### src/rtl/ccb_pkg.sv
package ccb_pkg;

  typedef struct packed {
    logic n;
    logic z;
    logic c;
    logic v;
  } ccb_flags_t;

  typedef enum logic [3:0] {
    CC_AL = 4'd0,  CC_NV = 4'd1,  CC_EQ = 4'd2,  CC_NE = 4'd3,
    CC_GT = 4'd4,  CC_LE = 4'd5,  CC_GE = 4'd6,  CC_LT = 4'd7,
    CC_HI = 4'd8,  CC_LS = 4'd9,  CC_CC = 4'd10, CC_CS = 4'd11,
    CC_PL = 4'd12, CC_MI = 4'd13, CC_VC = 4'd14, CC_VS = 4'd15
  } ccb_cond_e;

  localparam int NUM_COND = 16;

  // signed less-than from the stored flags
  function automatic logic signed_less(ccb_flags_t f);
    return f.n ^ f.v;
  endfunction

  // masked merge of new flags over old ones
  function automatic ccb_flags_t merge_flags(ccb_flags_t old_f, ccb_flags_t new_f,
                                             logic [3:0] we);
    logic [3:0] o, n;
    o = old_f;
    n = new_f;
    return ccb_flags_t'((n & we) | (o & ~we));
  endfunction

  function automatic logic cond_hit(ccb_cond_e code, ccb_flags_t f);
    logic lt;
    logic r;
    lt = signed_less(f);
    case (code)
      CC_AL: r = 1'b1;
      CC_NV: r = 1'b0;
      CC_EQ: r = f.z;
      CC_NE: r = ~f.z;
      CC_GT: r = ~(f.z | lt);
      CC_LE: r = f.z | lt;
      CC_GE: r = ~lt;
      CC_LT: r = lt;
      CC_HI: r = ~(f.c | f.z);
      CC_LS: r = f.c | f.z;
      CC_CC: r = ~f.c;
      CC_CS: r = f.c;
      CC_PL: r = ~f.n;
      CC_MI: r = f.n;
      CC_VC: r = ~f.v;
      default: r = f.v;
    endcase
    return r;
  endfunction

endpackage

### src/rtl/ccb_flag_gen.sv
module ccb_flag_gen
  import ccb_pkg::*;
#(
  parameter int DW = 32
) (
  input  logic [DW-1:0] result_i,
  input  logic          carry_i,
  input  logic          ovf_i,
  output ccb_flags_t    flags_o
);

  logic res_neg;
  logic res_zero;

  assign res_neg  = result_i[DW-1];
  assign res_zero = ~|result_i;

  always_comb begin
    flags_o.n = res_neg;
    flags_o.z = res_zero;
    flags_o.c = carry_i;
    flags_o.v = ovf_i;
  end

endmodule

### src/rtl/ccb_flag_reg.sv
module ccb_flag_reg
  import ccb_pkg::*;
(
  input  logic       clk,
  input  logic       rst_n,
  input  ccb_flags_t new_i,
  input  logic [3:0] we_i,
  output ccb_flags_t cur_o,
  output ccb_flags_t fwd_o
);

  ccb_flags_t flag_q;

  assign fwd_o = merge_flags(flag_q, new_i, we_i);
  assign cur_o = flag_q;

  always_ff @(posedge clk or negedge rst_n) begin
    if (!rst_n) flag_q <= '0;
    else        flag_q <= fwd_o;
  end

endmodule

### src/rtl/ccb_cond_eval.sv
module ccb_cond_eval
  import ccb_pkg::*;
(
  input  ccb_flags_t flags_i,
  input  logic       valid_i,
  input  logic [3:0] cond_i,
  output logic       taken_o
);

  logic [NUM_COND-1:0] cond_vec;

  for (genvar k = 0; k < NUM_COND; k++) begin : g_cond
    assign cond_vec[k] = cond_hit(ccb_cond_e'(4'(k)), flags_i);
  end

  assign taken_o = valid_i & cond_vec[cond_i];

endmodule

### src/rtl/ccb_target_calc.sv
module ccb_target_calc #(
  parameter int AW         = 32,
  parameter int OW         = 16,
  parameter int INSN_BYTES = 4
) (
  input  logic [AW-1:0] pc_i,
  input  logic [OW-1:0] off_i,
  output logic [AW-1:0] target_o
);

  localparam int SH = $clog2(INSN_BYTES);
  localparam logic [AW-1:0] STEP = AW'(INSN_BYTES);

  function automatic logic [AW-1:0] scaled_offset(logic [OW-1:0] off);
    logic [AW-1:0] ext;
    ext = AW'($signed(off));
    return ext << SH;
  endfunction

  assign target_o = pc_i + STEP + scaled_offset(off_i);

endmodule

### src/rtl/cc_branch_unit.sv
module cc_branch_unit
  import ccb_pkg::*;
#(
  parameter int DW         = 32,
  parameter int AW         = 32,
  parameter int OW         = 16,
  parameter int INSN_BYTES = 4
) (
  input  logic          clk,
  input  logic          rst_n,
  input  logic [DW-1:0] alu_result_i,
  input  logic          alu_carry_i,
  input  logic          alu_ovf_i,
  input  logic [3:0]    flag_we_i,
  input  logic          br_valid_i,
  input  logic [3:0]    br_cond_i,
  input  logic [AW-1:0] br_pc_i,
  input  logic [OW-1:0] br_offset_i,
  output logic          br_taken_o,
  output logic [AW-1:0] br_target_o,
  output logic [3:0]    flags_o
);

  ccb_flags_t alu_flags;
  ccb_flags_t cur_flags;
  ccb_flags_t fwd_flags;

  ccb_flag_gen #(.DW(DW)) u_gen (
    .result_i (alu_result_i),
    .carry_i  (alu_carry_i),
    .ovf_i    (alu_ovf_i),
    .flags_o  (alu_flags)
  );

  ccb_flag_reg u_reg (
    .clk   (clk),
    .rst_n (rst_n),
    .new_i (alu_flags),
    .we_i  (flag_we_i),
    .cur_o (cur_flags),
    .fwd_o (fwd_flags)
  );

  ccb_cond_eval u_eval (
    .flags_i (fwd_flags),
    .valid_i (br_valid_i),
    .cond_i  (br_cond_i),
    .taken_o (br_taken_o)
  );

  ccb_target_calc #(.AW(AW), .OW(OW), .INSN_BYTES(INSN_BYTES)) u_tgt (
    .pc_i     (br_pc_i),
    .off_i    (br_offset_i),
    .target_o (br_target_o)
  );

  assign flags_o = cur_flags;

endmodule

### config.mk
export PLATFORM = sky130hd
export DESIGN_NAME = cc_branch_unit
export DESIGN_NICKNAME = d
export VERILOG_FILES = /design/src/rtl/ccb_pkg.sv /design/src/rtl/ccb_flag_gen.sv /design/src/rtl/ccb_flag_reg.sv /design/src/rtl/ccb_cond_eval.sv /design/src/rtl/ccb_target_calc.sv /design/src/rtl/cc_branch_unit.sv
export SDC_FILE = /design/constraint.sdc
export NUM_CORES = 1
export LEC_CHECK = 0
export BUFFER_PORTS_ARGS = -buffer_cell sky130_fd_sc_hd__buf_4
export CAP_MARGIN = 20
export CORE_ASPECT_RATIO = 0.75
export CORE_MARGIN = 1.5
export CORE_UTILIZATION = 42
export CTS_CLUSTER_DIAMETER = 200
export DETAILED_ROUTE_END_ITERATION = 6
export PLACE_DENSITY = 0.88
export SLEW_MARGIN = 30
export SYNTH_ARGS = -nofsm -noshare
export SYNTH_HDL_FRONTEND = slang
export SYNTH_SLANG_ARGS = --single-unit
### constraint.sdc
create_clock -name clk -period 2.7 [get_ports clk]
set_clock_uncertainty 0.15 [all_clocks]
set_input_delay 0.27 -clock clk [delete_from_list [all_inputs] [get_ports clk]]
set_output_delay 0.27 -clock clk [all_outputs]
set_load 0.05 [all_outputs]
==> results of run 1 <==
[stage by stage]
step	instances	util	setup slack [ns]	TNS (ns)	hold slack [ns]
3_3_place_gp	577	0.821	-0.260	-2.98	-0.0838
3_5_place_dp	577	0.821	-0.368	-3.84	-0.0794
2_1_floorplan	306	-	-0.137	-0.332	-0.176
4_1_cts	592	0.951	-0.194	-1.74	0.189
[logic make-up after synthesis]
group	after synthesis
AOI/OAI and AO/OA	101
and+or+nand+nor	81
adders and majority gates	58
buffers and inverters	28
xor gates and xnor gates	26
muxes	8
DFF	4
[repair_timing]
action,in CTS
endpoints found under the hold margin,4
hold buffers,1
gates resized for setup,100
pin swaps,44
buffers inserted,12
endpoints found under the setup margin,19
[cell usage after synthesis (all sizes together) (6+ instances only)]
cell	count
a21o	10
ha	57
o21ai	18
a211oi	6
a21oi	25
a31oi	10
xor2	10
nor2	11
nor4	7
nand2	23
inv	12
nand4	9
xnor2	16
buf	12
nor3	9
==> summary.txt, run 1 <==
Syn nets -> 457
Die X-Extent -> 90.7 microns
Avg Inst Size Synth -> 7.91 sq um
Placed Area -> 4470 sq um
Synthesized instance count -> 306
Synth Area in Adders -> 0.303
Status -> aborted with a tool error
Post-DP HPWL -> 8110 microns
Largest net degree at the start of global routing -> 10
Port Buf Inserts -> 125
Post-synth EDFFs -> 0
GPL Wtd Cong -> 0.874
Row cnt -> 23
Exit stage -> global routing
Main combinational cell family by area after synthesis -> adder cells
Simple-gate share of the synthesized area -> 0.173
Synth warnings -> 0
Cell variety after synth -> 61
CTS Sinks -> 4
Mux cell area share after synthesis -> 0.0357
Synth async-reset ratio -> 1.00
CTS max path bufs -> 2
Max H-tree Level -> 1
Cell taking the most area after synthesis -> ha_1
Post-synthesis compound-gate area fraction -> 0.302
Synth Area in XOR/XNOR -> 0.0941
Register area share after synthesis -> 0.0413
Post-GRT worst EP -> br_target_o[31]
Initial Utilization -> 0.445
Die Ht -> 68.8 microns
CTS root buffer -> clkbuf_8
Worst End Pin Type -> primary output
CTS Buf Count -> 3
Top cells by area, synth -> ha_1, xnor2_1, a21oi_1
Yosys reg bits -> 4
Synth top area share -> 0.295
Total I/O pin count -> 130
Syn Std Cell Area -> 2420 sq um
Run Error -> [ERROR DPL-0038] Utilization greater than 100%, impossible to legalize
Top FF cell, synth -> dfrtp_1
==> run 2, diff against run 1 <==
--- a/config.mk
+++ b/config.mk
@@ -7,12 +7,10 @@
 export LEC_CHECK = 0
 export BUFFER_PORTS_ARGS = -buffer_cell sky130_fd_sc_hd__buf_4
 export CAP_MARGIN = 20
-export CORE_ASPECT_RATIO = 0.75
 export CORE_MARGIN = 1.5
-export CORE_UTILIZATION = 42
-export CTS_CLUSTER_DIAMETER = 200
+export CORE_UTILIZATION = 40
 export DETAILED_ROUTE_END_ITERATION = 6
-export PLACE_DENSITY = 0.88
+export PLACE_DENSITY_LB_ADDON = 0.15
 export SLEW_MARGIN = 30
 export SYNTH_ARGS = -nofsm -noshare
 export SYNTH_HDL_FRONTEND = slang
==> constraint.sdc (replaced) <==
create_clock -name clk -period 3.5 [get_ports clk]
set_clock_uncertainty 0.15 [all_clocks]
set_input_delay 0.35 -clock clk [delete_from_list [all_inputs] [get_ports clk]]
set_output_delay 0.35 -clock clk [all_outputs]
set_load 0.05 [all_outputs]
==> summary.txt, run 2 <==
Simple-gate share of the synthesized area -> 0.173 (unchanged)
Synth cell count leaders -> ha_1, a21oi_1, nand2_1, xnor2_1, o21ai_0
CTS tree -> done
Total I/O pin count -> 130 (unchanged)
N_diodes -> 0
Drt wl/cell -> 13.1 microns
Area growth, synth to finish -> 42.4%
Total grt overflow -> 0
Arr. time, crit path -> 2.84 ns
First-pass GRT wire length -> 10500 microns
Tmin final -> 3.34 ns
Syn Std Cell Area -> 2420 sq um (unchanged)
Commonest cells after routing, fill and taps aside -> buf_4, ha_1, a21oi_1, nand2_1, xnor2_1
Top cells by area, synth -> ha_1, xnor2_1, a21oi_1
Slew Limit Fails -> 0
Cell taking the most area after synthesis -> ha_1
Post-synth EDFFs -> 0 (unchanged)
Antenna viol nets, final -> 0
Avg Inst Size Synth -> 7.91 sq um (unchanged)
Share of cells above drive strength 1 -> 0.361
Fin nets -> 574
Power after layout -> 1240 uW
CTS root buffer -> clkbuf_8
Synth Area in XOR/XNOR -> 0.0941 (unchanged)
Status -> completed
Setup WS pre-CTS -> 0.158 ns (+0.526 ns)
Tot GR Track Use -> 0.199
Synth async-reset ratio -> 1.00 (unchanged)
Drt drc -> 0
Port Buf Inserts -> 125 (unchanged)
Final Hold Fails -> 0
Max VDD drop -> 225 uV
GPL Wtd Cong -> 0.875 (+0.19%)
Core area -> 5890 sq um
Placed Area -> 3390 sq um (-24%)
Row cnt -> 28 (+22%)
Number of global-route vias before repair -> 2520
Max H-tree Level -> 1 (unchanged)
Fin area -> 3450 sq um
Most common cell in the netlist -> ha_1
Cell variety after synth -> 61 (unchanged)
Total Neg Setup Slack -> 0 ns
Number of flip-flops in the largest register -> 4
Setup-failing EPs final -> 0
Static Leak -> 0.00175 uW
Post-synthesis compound-gate area fraction -> 0.302 (unchanged)
Worst-skew pair later-pin latency -> 0.21 ns
Pwr/cell area -> 360 nW/um^2
Synthesized instance count -> 306 (unchanged)
CP top delay family -> adder cells
Worst Setup End Kind -> primary output
Drt initial violations -> 68
Synth Area in Adders -> 0.303 (unchanged)
Top FF cell, synth -> dfrtp_1
Crit path kind -> in -> out
Slowest cell on crit path -> fa_1
Most common cell after layout, fill and taps aside -> buf_4
Die Ht -> 80.8 microns (+18%)
Routed wire length -> 6480 microns
Synth warnings -> 0 (unchanged)
Mux cell area share after synthesis -> 0.0357 (unchanged)
Synth top area share -> 0.295 (unchanged)
Register area share after synthesis -> 0.0413 (unchanged)
CP max stage delay -> 0.43 ns
Max Freq -> 0.299 GHz
Worst min-delay path category -> in -> reg
CTS max path bufs -> 2 (unchanged)
Initial Utilization -> 0.411 (-0.0338)
Cell Chain, Critical Path -> buf_4 > ha_1 > ha_1 > fa_1 > a211oi_1 > o21ai_2 > o21ai_1 > nand2_1 > a211o_1 > xor2_1 > buf_4
CTS Sinks -> 4 (unchanged)
Max_cap viols -> 0
Initial antenna violation count -> 0
CTS Buf Count -> 3 (unchanged)
CP Launch Type -> input pin
Final WS setup -> 0.159 ns
Die X-Extent -> 80.8 microns (-11%)
DR pass1 iterations -> 4
Critical path required time -> 3.00 ns
Max FO, Critical Path -> 3
RSZ-0062 raised after global routing -> no
Slew @ Worst Pin -> 0.432 ns
Largest net degree at the start of global routing -> 16
Main combinational cell family by area after synthesis -> adder cells
Vias per cell -> 5.54
Final Cycle Share -> 0.955
Post-DP HPWL -> 5610 microns (-31%)
Yosys reg bits -> 4 (unchanged)
Clk pin slew, worst setup/hold paths -> 0.03 ns
Worst path bufs/invs -> 2
Die area -> 6530 sq um
Slew headroom -> 0.705
Vias -> 2750
Setup bufs post-CTS -> 0 (-12)
Syn nets -> 457 (unchanged)
[run 2: cell counts after synthesis]
Identical to the previous run, type by type.
[run 2: metrics by stage]
step                      std cells  utilization  hold WS [ns]
after detailed placement        492        0.577      -0.00373
after global routing            496        0.586         0.273
after global placement          492        0.577      -0.00401
after CTS                       496        0.585         0.272
after floorplan                 306            -       -0.0956
final                           496        0.586         0.275
[run 2: final timing paths]
kind	from	slack (ns)	cells after the start	endpoint
setup / recovery	br_pc_i[3]	0.16	11	br_target_o[21]
hold / removal	alu_carry_i	0.27	2	u_reg.cur_o[1]$_DFF_PN0_
setup reg to reg	u_reg.cur_o[2]$_DFF_PN0_	2.40	2	u_reg.cur_o[2]$_DFF_PN0_
hold reg to reg	u_reg.cur_o[0]$_DFF_PN0_	0.42	1	u_reg.cur_o[0]$_DFF_PN0_
max in group asynchronous	rst_n	2.78	2	u_reg.cur_o[2]$_DFF_PN0_
min in group asynchronous	rst_n	0.33	2	u_reg.cur_o[3]$_DFF_PN0_
[run 2: logic make-up (layout without fill, tap and decap cells)]
family / after synthesis / in the layout
AOI/OAI and AO/OA: 101 / 101
and+or+nand+nor: 81 / 81
adders and majority gates: 58 / 58
buffers and inverters: 28 / 143
xor gates and xnor gates: 26 / 26
muxes: 8 / 8
DFF: 4 / 4
[run 2: layout make-up]
type	count	area, sq um
clock buffers	3	41.3
fillers	559	2440
inverters	12	45.0
multi-input cells	274	2200
flip-flops and latches	4	100
well taps	75	93.8
repair buffers	128	963
[run 2: layer usage]
metal  GRT usage  share of wire
met1       0.223           0.42
met2       0.377           0.50
met3      0.0225          0.056
met4      0.0776          0.024
met5           0              0
[run 2: power breakdown]
part	switching (uW)	total, uW	internal, uW
sequential	1.99	52.1	50.1
combinational	692	1090	400
clock	22.6	95.8	73.2
[run 2: worst register-to-register path, cell delays in order, from the launching register on]
cell	delay [ns]
dfrtp_1	0.36
nor2b_1	0.16
or2_2	0.30
[run 2: timing repair]
action / 4_1_cts / 5_1_grt
hold buffers: 1 / 0
resized for setup: 0 / 1
setup endpoints to repair: 0 / 1
hold endpoints to repair: 4 / 0
Power figures use the tool's default switching activity.
